File: src/rtl/slot_assign_pkg.sv
package slot_assign_pkg;

    localparam int SLOTS = 4;
    localparam int SW    = $clog2(SLOTS);

    typedef logic [SW-1:0]    slot_t;
    typedef logic [SLOTS-1:0] smask_t;

    typedef enum logic [1:0] {
        ST_IDLE,
        ST_COUNT,
        ST_FINISH
    } state_e;

    typedef struct packed {
        logic   mem;
        logic   sub;
        logic   lend;
        smask_t legal;
    } entry_t;

    localparam slot_t SLOT_ZERO = slot_t'(0);
    localparam slot_t SLOT_ONE  = slot_t'(1);

    // mask of all slots strictly below s
    function automatic smask_t below_mask(slot_t s);
        smask_t m;
        m = '0;
        for (int k = 0; k < SLOTS; k++) begin
            if (slot_t'(k) < s) m[k] = 1'b1;
        end
        return m;
    endfunction

endpackage

File: src/rtl/slot_fixup.sv
module slot_fixup
    import slot_assign_pkg::*;
#(
    parameter  int NUM_ENTRIES = 6,
    localparam int CW          = $clog2(NUM_ENTRIES + 1)
) (
    input  logic [CW-1:0] count_i,
    input  entry_t        ent_i  [NUM_ENTRIES],
    input  slot_t         slot_i [NUM_ENTRIES],
    output slot_t         slot_o [NUM_ENTRIES]
);

    always_comb begin
        logic hit_mem;
        logic hit_sub;
        logic seen0;
        logic seen1;
        int   idx1;
        hit_mem = 1'b0;
        hit_sub = 1'b0;
        seen0   = 1'b0;
        seen1   = 1'b0;
        idx1    = 0;
        for (int i = 0; i < NUM_ENTRIES; i++) slot_o[i] = slot_i[i];

        // memory-like entries, backward scan
        for (int i = NUM_ENTRIES - 1; i >= 0; i--) begin
            if (CW'(i) < count_i && ent_i[i].mem && !ent_i[i].lend) begin
                slot_o[i] = hit_mem ? SLOT_ONE : SLOT_ZERO;
                hit_mem   = 1'b1;
            end
        end

        // duplex sub-instructions, backward scan
        for (int i = NUM_ENTRIES - 1; i >= 0; i--) begin
            if (CW'(i) < count_i && ent_i[i].sub && !ent_i[i].lend) begin
                slot_o[i] = hit_sub ? SLOT_ONE : SLOT_ZERO;
                hit_sub   = 1'b1;
            end
        end

        // backfill slot 0 from slot 1
        for (int i = NUM_ENTRIES - 1; i >= 0; i--) begin
            if (CW'(i) < count_i && !ent_i[i].lend) begin
                if (slot_o[i] == SLOT_ZERO) seen0 = 1'b1;
                if (slot_o[i] == SLOT_ONE) begin
                    seen1 = 1'b1;
                    idx1  = i;
                end
            end
        end
        if (!seen0 && seen1) begin
            for (int i = 0; i < NUM_ENTRIES; i++) begin
                if (i == idx1) slot_o[i] = SLOT_ZERO;
            end
        end
    end

endmodule

File: src/rtl/slot_conflict.sv
module slot_conflict
    import slot_assign_pkg::*;
#(
    parameter  int NUM_ENTRIES = 6,
    localparam int CW          = $clog2(NUM_ENTRIES + 1)
) (
    input  logic [CW-1:0] count_i,
    input  entry_t        ent_i  [NUM_ENTRIES],
    input  slot_t         slot_i [NUM_ENTRIES],
    output logic          clash_o
);

    always_comb begin
        clash_o = 1'b0;
        for (int i = 0; i < NUM_ENTRIES; i++) begin
            for (int j = i + 1; j < NUM_ENTRIES; j++) begin
                if (CW'(j) < count_i && !ent_i[i].lend && !ent_i[j].lend &&
                    slot_i[i] == slot_i[j]) begin
                    clash_o = 1'b1;
                end
            end
        end
    end

endmodule

File: src/rtl/slot_assigner.sv
module slot_assigner
    import slot_assign_pkg::*;
#(
    parameter  int NUM_ENTRIES = 6,
    localparam int CW          = $clog2(NUM_ENTRIES + 1)
) (
    input  logic                       clk,
    input  logic                       rst,
    input  logic                       start_i,
    input  logic [CW-1:0]              count_i,
    input  logic [NUM_ENTRIES*SLOTS-1:0] legal_i,
    input  logic [NUM_ENTRIES-1:0]     mem_i,
    input  logic [NUM_ENTRIES-1:0]     sub_i,
    input  logic [NUM_ENTRIES-1:0]     lend_i,
    output logic                       done_o,
    output logic                       valid_o,
    output logic [NUM_ENTRIES*SW-1:0]  slots_o
);

    state_e        st_q;
    logic [CW-1:0] cnt_q;
    logic [CW-1:0] idx_q;
    smask_t        avail_q;
    logic          bad_q;
    entry_t        ent_q  [NUM_ENTRIES];
    slot_t         slot_q [NUM_ENTRIES];
    slot_t         fix_slot [NUM_ENTRIES];
    logic          clash;

    entry_t        cur;
    smask_t        cand;
    slot_t         pick;
    logic          found;
    logic [CW-1:0] cnt_d;

    assign cnt_d = (count_i > CW'(NUM_ENTRIES)) ? CW'(NUM_ENTRIES) : count_i;

    always_comb begin
        cur = '0;
        for (int i = 0; i < NUM_ENTRIES; i++) begin
            if (CW'(i) == idx_q) cur = ent_q[i];
        end
        cand  = cur.legal & avail_q;
        pick  = SLOT_ZERO;
        found = 1'b0;
        for (int k = 0; k < SLOTS; k++) begin
            if (cand[k]) begin
                pick  = slot_t'(k);
                found = 1'b1;
            end
        end
    end

    slot_fixup #(.NUM_ENTRIES(NUM_ENTRIES)) u_fixup (
        .count_i (cnt_q),
        .ent_i   (ent_q),
        .slot_i  (slot_q),
        .slot_o  (fix_slot)
    );

    slot_conflict #(.NUM_ENTRIES(NUM_ENTRIES)) u_conflict (
        .count_i (cnt_q),
        .ent_i   (ent_q),
        .slot_i  (fix_slot),
        .clash_o (clash)
    );

    always_ff @(posedge clk) begin
        if (rst) begin
            st_q    <= ST_IDLE;
            cnt_q   <= '0;
            idx_q   <= '0;
            avail_q <= '1;
            bad_q   <= 1'b0;
            done_o  <= 1'b0;
            valid_o <= 1'b0;
            slots_o <= '0;
            for (int i = 0; i < NUM_ENTRIES; i++) begin
                ent_q[i]  <= '0;
                slot_q[i] <= SLOT_ZERO;
            end
        end else begin
            done_o <= 1'b0;
            case (st_q)
                ST_IDLE: begin
                    if (start_i) begin
                        cnt_q   <= cnt_d;
                        idx_q   <= '0;
                        avail_q <= '1;
                        bad_q   <= 1'b0;
                        for (int i = 0; i < NUM_ENTRIES; i++) begin
                            ent_q[i].legal <= legal_i[i*SLOTS +: SLOTS];
                            ent_q[i].mem   <= mem_i[i];
                            ent_q[i].sub   <= sub_i[i];
                            ent_q[i].lend  <= lend_i[i];
                            slot_q[i]      <= SLOT_ZERO;
                        end
                        st_q <= ST_COUNT;
                    end
                end
                ST_COUNT: begin
                    if (idx_q >= cnt_q) begin
                        st_q <= ST_FINISH;
                    end else if (cur.lend) begin
                        idx_q <= idx_q + 1'b1;
                    end else if (!found) begin
                        bad_q <= 1'b1;
                        st_q  <= ST_FINISH;
                    end else begin
                        for (int i = 0; i < NUM_ENTRIES; i++) begin
                            if (CW'(i) == idx_q) slot_q[i] <= pick;
                        end
                        avail_q <= below_mask(pick);
                        idx_q   <= idx_q + 1'b1;
                    end
                end
                ST_FINISH: begin
                    for (int i = 0; i < NUM_ENTRIES; i++) begin
                        slots_o[i*SW +: SW] <= fix_slot[i];
                    end
                    valid_o <= !bad_q && !clash;
                    done_o  <= 1'b1;
                    st_q    <= ST_IDLE;
                end
                default: st_q <= ST_IDLE;
            endcase
        end
    end

endmodule

File: config.mk
export PLATFORM = sky130hd
export DESIGN_NAME = slot_assigner
export DESIGN_NICKNAME = d
export VERILOG_FILES = /design/src/rtl/slot_assign_pkg.sv /design/src/rtl/slot_fixup.sv /design/src/rtl/slot_conflict.sv /design/src/rtl/slot_assigner.sv
export SDC_FILE = /design/constraint.sdc
export NUM_CORES = 1
export LEC_CHECK = 0
export ABC_AREA = 1
export BUFFER_PORTS_ARGS = -buffer_cell sky130_fd_sc_hd__buf_2
export CAP_MARGIN = 20
export CORE_MARGIN = 2
export CORE_UTILIZATION = 52
export CTS_CLUSTER_DIAMETER = 100
export DETAILED_ROUTE_END_ITERATION = 6
export PLACE_DENSITY = 0.76
export SETUP_SLACK_MARGIN = 0.4
export SYNTH_ARGS = -nofsm -noshare
export SYNTH_HDL_FRONTEND = slang
export SYNTH_SLANG_ARGS = --single-unit
export TNS_END_PERCENT = 30
File: constraint.sdc
create_clock -name clk -period 2.6 [get_ports clk]
set_clock_uncertainty 0.15 [all_clocks]
set_input_delay 0.78 -clock clk [delete_from_list [all_inputs] [get_ports clk]]
set_output_delay 0.78 -clock clk [all_outputs]
set_load 0.02 [all_outputs]
==> impl_metrics.ini, run 1 <==
[routing]
wl_per_cell_um = 14.7
postRouteAntennaNets = 0
postRouteWirelength_um = 13900
first_pass_iters = 5
drc_errors = 0
drt_iter0_drc = 301
via_count = 5079
routed_via_density = 5.40

[run]
cap_violations = 0

[timing]
maxSlewViolCount = 0
fin_ws_ps = -89.2
relSlewSlack_pct = 52.1
hold_viol_final = 0
grt_setup_unrepaired = yes
layout_worst_path_cycle_share_pct = 103
max_freq_mhz = 372
min_period_ps = 2690
worstMarginPinSlew_ps = 700
tns_ps = -269
setup_viol = 8

[worst_hold_path]
hold_class = reg -> reg

[global_route]
grt-ovfl-total = 0
first_global_vias = 4991
grt_use_total_pct = 29.3
antenna_found_initial = 0
grt_max_degree = 63
grt_pass1_wl_um = 23000

[layout]
antennaDiodeCount = 0
n_fill_cell = 683
nNetsFinal = 884
drive_gt1_share_pct = 34.2
area_delta_synth_final_pct = 38.4
fin_area_um2 = 6260

[critical_path]
worstReg2RegEnd = valid_o
path_class = reg -> reg
required_ps = 2750
worstSetupEndpoint = valid_o
endpoint_kind = flip-flop
crit_fanout = 7
critPathLaunchType = flip-flop
reg2regPathDepth = 23
startpoint = cnt_q[1]
r2r_slack_ps = -90
cp.arrival_ps = 2840
rr_startpoint = cnt_q[1]

[synthesis]
synth_cell_type_count = 34
avgSynthCellArea_um2 = 6.52
synth_area_leaders = dfxtp_1, nand2_1, o21ai_0
synthArstFlopShare_pct = 0
netlist.area_leader.share_pct = 35.8
syn_area_um2 = 4530
yosysSeqAreaShare_pct = 35.8
synth_ff_type = dfxtp_1
synth-edff-count = 0
yosysWarnings = 0
yosysTopAreaCell = dfxtp_1
syn_nets = 750
synth.ff_latch_count = 81
syn_inst = 694

[die]
die_w_um = 97.3
ioPinCount = 62
die_height_um = 97.3
core_um2 = 8590
die-area_um2 = 9470
rows = 34
initial_core_util_pct = 52.7

[cts]
cts_max_level = 3
clkTransAtPathRegs_ps = 90
cts_tree = yes
root_buffer = clkbuf_8
worstSkewPairLatency_ps = 360
clock-sinks = 81
cts_buffer_depth = 2
numCtsBuffers = 9

[placed_design]
place_congestion = 0.912
io_buffer_count = 61
placed_cell_area_um2 = 5490
pre_cts_slack_ps = -108
dp_hpwl_um = 9910

[pwr]
p_leak_nw = 2.89
p_per_area_nw_per_um2 = 664
vdd_drop_max_mv = 0.428

[outcome]
status = finished with violations
violations = negative setup slack
[cells by family (layout without fill, tap and decap cells)]
logic type               Yosys count  count (layout)  share of synthesized area [%]
AO/OA/AOI/OAI                    173             173                           20.6
adder cells (fa/ha/maj)            8               8                           2.21
buffers and inverters             95             234                           7.88
multiplexers                       2               2                          0.442
XOR/XNOR                           5               5                          0.967
AND/OR/NAND/NOR                  330             330                           32.1
flip-flops                        81              81                           35.8
[registers in the layout, summed over array words and instances (netlist names)]
signal and cells:
ent_q 42, slot_q 12, slots_o 12, avail_q 4, cnt_q 3, idx_q 3, st_q 2, bad_q 1
done_o 1, valid_o 1
[report_power, final]
group | switching (mW) | leakage (nW) | internal (mW) | total [mW]
clock | 0.495 | 0.106 | 0.502 | 0.997
sequential | 0.101 | 0.670 | 1.38 | 1.48
combinational | 0.985 | 2.12 | 0.693 | 1.68
total | 1.58 | 2.89 | 2.58 | 4.16
[through the flow]
| step | instances | hold WS, ps | power [mW] | utilization, % |
|---|---|---|---|---|
| after CTS | 935 | 301 | 4.04 | 71.8 |
| after global placement | 903 | 288 | 2.80 | 63.9 |
| after detailed placement | 903 | 290 | 2.82 | 63.9 |
| final | 941 | 302 | 4.16 | 72.9 |
| after global routing | 941 | 328 | 4.40 | 72.9 |
| after floorplan | 694 | 274 | 2.34 | - |
[per-layer routing]
metal	vias up	part of all wire [%]	GRT usage [%]
met5	-	0	0
met4	0	2.9	12.6
met3	37	4.5	3.81
met2	156	49	50.6
met1	2320	43	36.6
li1	2566	-	-
[worst min path at each step]
| stage | slack [ps] | endpoint | depth (start not counted) | startpoint |
|---|---|---|---|---|
| 6_report | 300 | ent_q[8] | 2 | ent_q[8] |
| 5_1_grt | 330 | slot_q[4] | 2 | slot_q[4] |
| 4_1_cts | 300 | ent_q[8] | 2 | ent_q[8] |
| 3_5_place_dp | 290 | ent_q[8] | 2 | ent_q[8] |
| 3_3_place_gp | 290 | slot_q[5] | 2 | slot_q[5] |
| 2_1_floorplan | 270 | slot_q[4] | 2 | slot_q[4] |
[area by class of cell]
type | count | area (µm²) | area share (%)
multi-input cells | 518 | 3010 | 48.0
repair buffers | 146 | 990 | 15.8
inverters | 72 | 283 | 4.51
clock inverters | 5 | 61.3 | 0.979
clock buffers | 11 | 151 | 2.42
well taps | 108 | 135 | 2.16
flip-flops and latches | 81 | 1640 | 26.1
[worst max-delay path, stage by stage (launching register included)]
cell     delay (ps)
dfxtp_4         380
nor2_4          160
a21oi_1          80
buf_4           150
nand2_1         110
nand2_1          80
nand2_1          70
inv_1            40
nand2_1          90
nand3_1          90
nand2_2         100
nor2_4           60
buf_4           140
nand2_4          60
nor2_1           50
nor2_2          190
nand2_1          80
nand3_1          90
nand3_1          90
nor2_1           90
nand2_1          60
nor2_1           90
nor2_1           50
nor2_1           70
[cells in the final DEF, fill, tap and decap left out, types with 14 or more instances in the layout]
| cell | n |
|---|---|
| a21oi_1 | 56 |
| buf_2 | 61 |
| buf_4 | 75 |
| dfxtp_1 | 77 |
| inv_1 | 55 |
| nand2_1 | 101 |
| nand2_2 | 23 |
| nand2_4 | 15 |
| nand3_1 | 34 |
| nor2_1 | 99 |
| o21ai_0 | 63 |
| o21ai_1 | 14 |
[synthesized netlist by cell type (all sizes together) (2+ instances only)]
library cell  instances
nand3                49
nand4                13
or2                   2
nor3                  7
xor2                  5
clkbuf               22
a31oi                 4
o31ai                 2
o21ai                87
a21oi                63
o211ai               11
dfxtp                81
mux2i                 2
inv                  72
nor2                118
ha                    8
nand2               139
[what timing repair did]
action,4_1_cts,5_1_grt
setup buffers,16,6
setup endpoints to repair,29,29
cloned,0,0
hold buffers,0,0
pin swaps,54,28
gates resized for setup,92,19
No activity file was read; power rests on OpenSTA's default activity.
==> run 2, diff against run 1 <==
Settings changed: HOLD_SLACK_MARGIN set to 0.1, PLACE_DENSITY 0.76 to not set, PLACE_DENSITY_LB_ADDON set to 0.05.
==> impl_metrics.ini, run 2 (synthesis gave the netlist of run 1 again) <==
[outcome]
status = finished with violations
violations = negative setup slack

[cts]
cts_buffer_depth = 2
cts_max_level = 3
root_buffer = clkbuf_8
numCtsBuffers = 9
clkTransAtPathRegs_ps = 90
cts_tree = yes
postCtsHoldBufs = 0
clock-sinks = 81
worstSkewPairLatency_ps = 360

[routing]
routed_via_density = 5.42
postRouteWirelength_um = 14100
wl_per_cell_um = 14.9
via_count = 5117
drc_errors = 0
first_pass_iters = 5
postRouteAntennaNets = 0
drt_iter0_drc = 247

[layout]
largestRegisters = ent_q (42), slot_q (12), slots_o (12)
drive_gt1_share_pct = 34.4
fin_util_pct = 73.4
final_cell_mix = nand2_1, nor2_1, buf_4, dfxtp_1, o21ai_0
largest_register_ffs = 42
antennaDiodeCount = 0
layout_commonest_cell = nand2_1
nNetsFinal = 887
area_delta_synth_final_pct = 39.4
top_register = ent_q

[pwr]
p_clk_share_pct = 25.6
p_per_area_nw_per_um2 = 669
power_frac_comb_pct = 39.3
seqPwrFrac_pct = 35.1
p_leak_nw = 2.95
power_switching_mw = 1.59
vdd_drop_max_mv = 0.368
p_total_mw = 4.22
swShare_pct = 37.7
internal_power_mw = 2.63

[critical_path]
cp_num_buf_inv = 1
worstReg2RegEnd = valid_o
crit_family = simple AND/OR/NAND/NOR gates
cp.arrival_ps = 2840
slowest_delay_ps = 430
worstPathCellList = nand2_4 -> nor2_4 -> nand2_4 -> nand2_1 -> nand2_1 -> nand2_2 -> a21oi_1 -> nor2_1 -> nand2_1 -> nor2_4 -> nand3_1 -> nand2_4 -> inv_2 -> nand2_1 -> nand3_1 -> nor2_1 -> nor2_1 -> nand2_1 -> nor2_1 -> nor2_1 -> nor2_1
r2r_slack_ps = -140
crit_fanout = 7
path_class = reg -> reg
timing.critical_path.slowest_stage_cell = dfxtp_4
rr_startpoint = cnt_q[2]
cp_common_cell = nor2_1
required_ps = 2700
reg2regPathDepth = 21
endpoint_kind = flip-flop
critPathLaunchType = flip-flop

[global_route]
antenna_found_initial = 0
grt_use_total_pct = 29.4
first_global_vias = 4950
grt_pass1_wl_um = 22800
grt-ovfl-total = 0
grt_max_degree = 42

[timing]
fin_ws_ps = -136
min_period_ps = 2740
layout_worst_path_cycle_share_pct = 105
relSlewSlack_pct = 61.8
worstMarginPinSlew_ps = 573
setup_viol = 4
hold_viol_final = 0
maxSlewViolCount = 0
grt_setup_unrepaired = yes
max_freq_mhz = 365

[die]
core_um2 = 8590
die_height_um = 97.3
rows = 34
ioPinCount = 62
die_w_um = 97.3
die-area_um2 = 9470
initial_core_util_pct = 52.7

[worst_hold_path]
hold_start = ent_q[10]
min_path_cells = 2
min_to = ent_q[10]
hold_class = reg -> reg

[run]
cap_violations = 0

[placed_design]
place_congestion = 0.895
dp_hpwl_um = 10200
io_buffer_count = 61
-- run 2: cell count changes in the layout (fill, tap and decap cells not counted), moves of 3 or more --
cell / change
nand3_1: +3
nor2_4: -4
nand2_2: -3
buf_4: +4
nor2_2: +4
o21ai_1: -4
-- run 2: how the worst max path moves through the flow --
stage / startpoint / to / cells after the start / slack, ps
2_1_floorplan: cnt_q[1] / valid_o / 22 / 230
3_3_place_gp: cnt_q[2] / valid_o / 21 / -140
3_5_place_dp: cnt_q[2] / valid_o / 21 / -190
4_1_cts: cnt_q[2] / valid_o / 21 / -50
5_1_grt: cnt_q[2] / valid_o / 24 / -340
6_report: cnt_q[2] / valid_o / 21 / -140
-- run 2: cell type report --
cell class / count / area [µm²]
tap: 108 / 135
fill: 709 / 2280
sequential: 81 / 1640
clock buffer: 11 / 174
multi-input combinational: 518 / 2990
timing repair buffer: 149 / 1020
clock inverter: 5 / 63.8
inverter: 72 / 290
-- run 2: metrics by stage --
step	setup WS (ps)	hold WS [ps]	cell area, µm²	cells	TNS [ps]
after floorplan	227	274	4670	694	0
after global placement	-142	285	5490	901	-176
after detailed placement	-191	293	5490	901	-352
after CTS	-52.9	305	6040	931	-52.9
after global routing	-345	329	6310	944	-1980
final	-136	307	6310	944	-306
-- run 2: what timing repair did --
action	4_1_cts	5_1_grt
gates resized for setup	58	52
buffers inserted	14	13
setup endpoints to repair	29	29
pin swaps	21	37
-- run 2: tightest hold or removal path, cell delays in order, from the launching register on --
cell and delay (ps):
dfxtp_1 300, inv_1 60, a21oi_1 60
-- run 2: power by group through the flow --
stage               sequential [mW]  combinational (mW)  clock, mW
global placement               1.50                1.31          0
floorplan                      1.50               0.843          0
detailed placement             1.50                1.33          0
CTS                            1.47                1.51       1.09
finish                         1.48                1.66       1.08
global route                   1.50                1.82       1.13
-- run 2: routing by layer --
metal,vias to the layer above,GRT usage [%],part of all wire [%]
met5,-,0,0
met4,0,13.2,3.8
met3,39,3.81,4.5
met2,144,51.4,49
met1,2360,35.9,43
li1,2574,-,-
==> run 3, diff against run 2 <==
Settings changed: ABC_AREA 1 to not set.
==> impl_metrics.ini, run 3 <==
[die]
die_height_um = 98.0
rows = 34
die-area_um2 = 9610
core_um2 = 8640
initial_core_util_pct = 53.2
ioPinCount = 62
die_w_um = 98.0

[global_route]
antenna_found_initial = 0
grt_use_total_pct = 30.7
first_global_vias = 4949
grt_max_degree = 52
grt_pass1_wl_um = 23700
grt-ovfl-total = 0

[routing]
routed_via_density = 5.63
postRouteWirelength_um = 14800
via_count = 5061
drc_errors = 0
wl_per_cell_um = 16.4
postRouteAntennaNets = 0
drt_iter0_drc = 253
first_pass_iters = 4

[critical_path]
required_ps = 2710
crit_fanout = 10
endpoint_kind = flip-flop
path_class = reg -> reg
cp.arrival_ps = 3210
critPathLaunchType = flip-flop

[timing]
setup_viol = 12
tns_ps = -934
hold_viol_final = 0
min_period_ps = 3100
maxSlewViolCount = 0
max_freq_mhz = 323
worstMarginPinSlew_ps = 622
grt_setup_unrepaired = yes
relSlewSlack_pct = 58.6
layout_worst_path_cycle_share_pct = 119
fin_ws_ps = -499

[synthesis]
synth_commonest_cells = nand2_1, a21oi_1, dfxtp_1, nor2_1, clkbuf_1
synth-edff-count = 0
avgSynthCellArea_um2 = 7.50
syn_area_um2 = 4600
synth_area_leaders = dfxtp_1, nand2_1, a21oi_1
synthArstFlopShare_pct = 0
yosysWarnings = 0
synth_cell_type_count = 69
synth.ff_latch_count = 81
synth_ff_type = dfxtp_1
yosysTopAreaCell = dfxtp_1
netlist.area_leader.share_pct = 35.3
yosysMostFrequentCell = nand2_1
yosysSeqAreaShare_pct = 35.3
syn_inst = 613
syn_nets = 669

[cts]
root_buffer = clkbuf_8
cts_tree = yes
worstSkewPairLatency_ps = 370
clock-sinks = 81
cts_max_level = 3
cts_buffer_depth = 2
numCtsBuffers = 9
postCtsHoldBufs = 0
clkTransAtPathRegs_ps = 90

[worst_hold_path]
hold_class = reg -> reg

[placed_design]
pre_cts_slack_ps = -640
io_buffer_count = 61
place_congestion = 0.934
dp_hpwl_um = 10900
dp.cells = 877

[layout]
fin_util_pct = 75.2
drive_gt1_share_pct = 36.5
stdcell_count = 899
final_cell_mix = nand2_1, buf_4, a21oi_1, dfxtp_1, buf_2
nNetsFinal = 843
largestRegisters = ent_q (42), slot_q (12), slots_o (12)
largest_register_ffs = 42
antennaDiodeCount = 0
area_delta_synth_final_pct = 41.2
top_register = ent_q
layout_commonest_cell = nand2_1

[pwr]
power_switching_mw = 1.01
power_frac_comb_pct = 27.1
p_per_area_nw_per_um2 = 496
vdd_drop_max_mv = 0.350
p_total_mw = 3.22
swShare_pct = 31.2
seqPwrFrac_pct = 42.5
p_clk_share_pct = 30.4
internal_power_mw = 2.22
p_leak_nw = 2.64

[outcome]
status = finished with violations
violations = negative setup slack

[run]
cap_violations = 0
## run 3: per-layer routing
metal / wire length [µm] / share of wire (%) / GRT usage [%] / vias to the layer above
met5: 0 / 0 / 0 / -
met1: 6200 / 42 / 37.6 / 2392
met3: 708 / 4.8 / 4.37 / 39
met2: 7440 / 50 / 54.9 / 152
li1: - / - / - / 2478
met4: 426 / 2.9 / 11.1 / 0
## run 3: area by class of cell
cell class              instances  area, µm²
multi-input cells             488       3100
well taps                     108        135
clock inverters                 4       51.3
flip-flops and latches         81       1640
clock buffers                  11        153
inverters                      11       46.3
repair buffers                196       1370
fillers                       652       2150
## run 3: power groups by stage
stage               Combinational [mW]  Sequential (mW)  Clock, mW
global route                     0.948             1.38       1.03
floorplan                        0.448             1.38          0
CTS                              0.830             1.37      0.992
finish                           0.872             1.37      0.980
global placement                 0.766             1.39          0
detailed placement               0.781             1.39          0
## run 3: cell families after synthesis
family          after synthesis  share of synthesized area [%]
simple gates                289                           29.5
compound gates              162                           23.4
flops                        81                           35.3
buf+inv                      44                           3.87
xor+xnor                     20                           3.81
mux                           9                           1.96
fa+ha+maj                     8                           2.18
## run 3: what timing repair did
action,4_1_cts,5_1_grt
setup buffers,5,2
pin swaps,23,10
setup endpoints to repair,29,29
gates resized for setup,43,20
## run 3: worst max-delay path, cell delays in order, from the launching register on
cell and delay [ps]:
dfxtp_4 430, and4b_2 310, a31oi_4 60, buf_4 160, a41oi_2 160, o22ai_2 110
or4_4 510, a31oi_4 260, xor2_1 200, nor4_1 60, or3_1 370, o41ai_2 210
## run 3: stage by stage
stage	hold WS [ps]	instance area, µm²
floorplan	273	4760
global placement	292	5990
detailed placement	295	5990
CTS	306	6390
global route	330	6490
finish	307	6490
## run 3: final timing paths
path / from / endpoint / slack, ps / cells past startpoint
setup / recovery: cnt_q[2] / valid_o / -500 / 11
hold / removal: slots_o[10] / slots_o[10] / 310 / 2
setup reg to reg: cnt_q[2] / valid_o / -500 / 11
hold reg to reg: slots_o[10] / slots_o[10] / 310 / 2
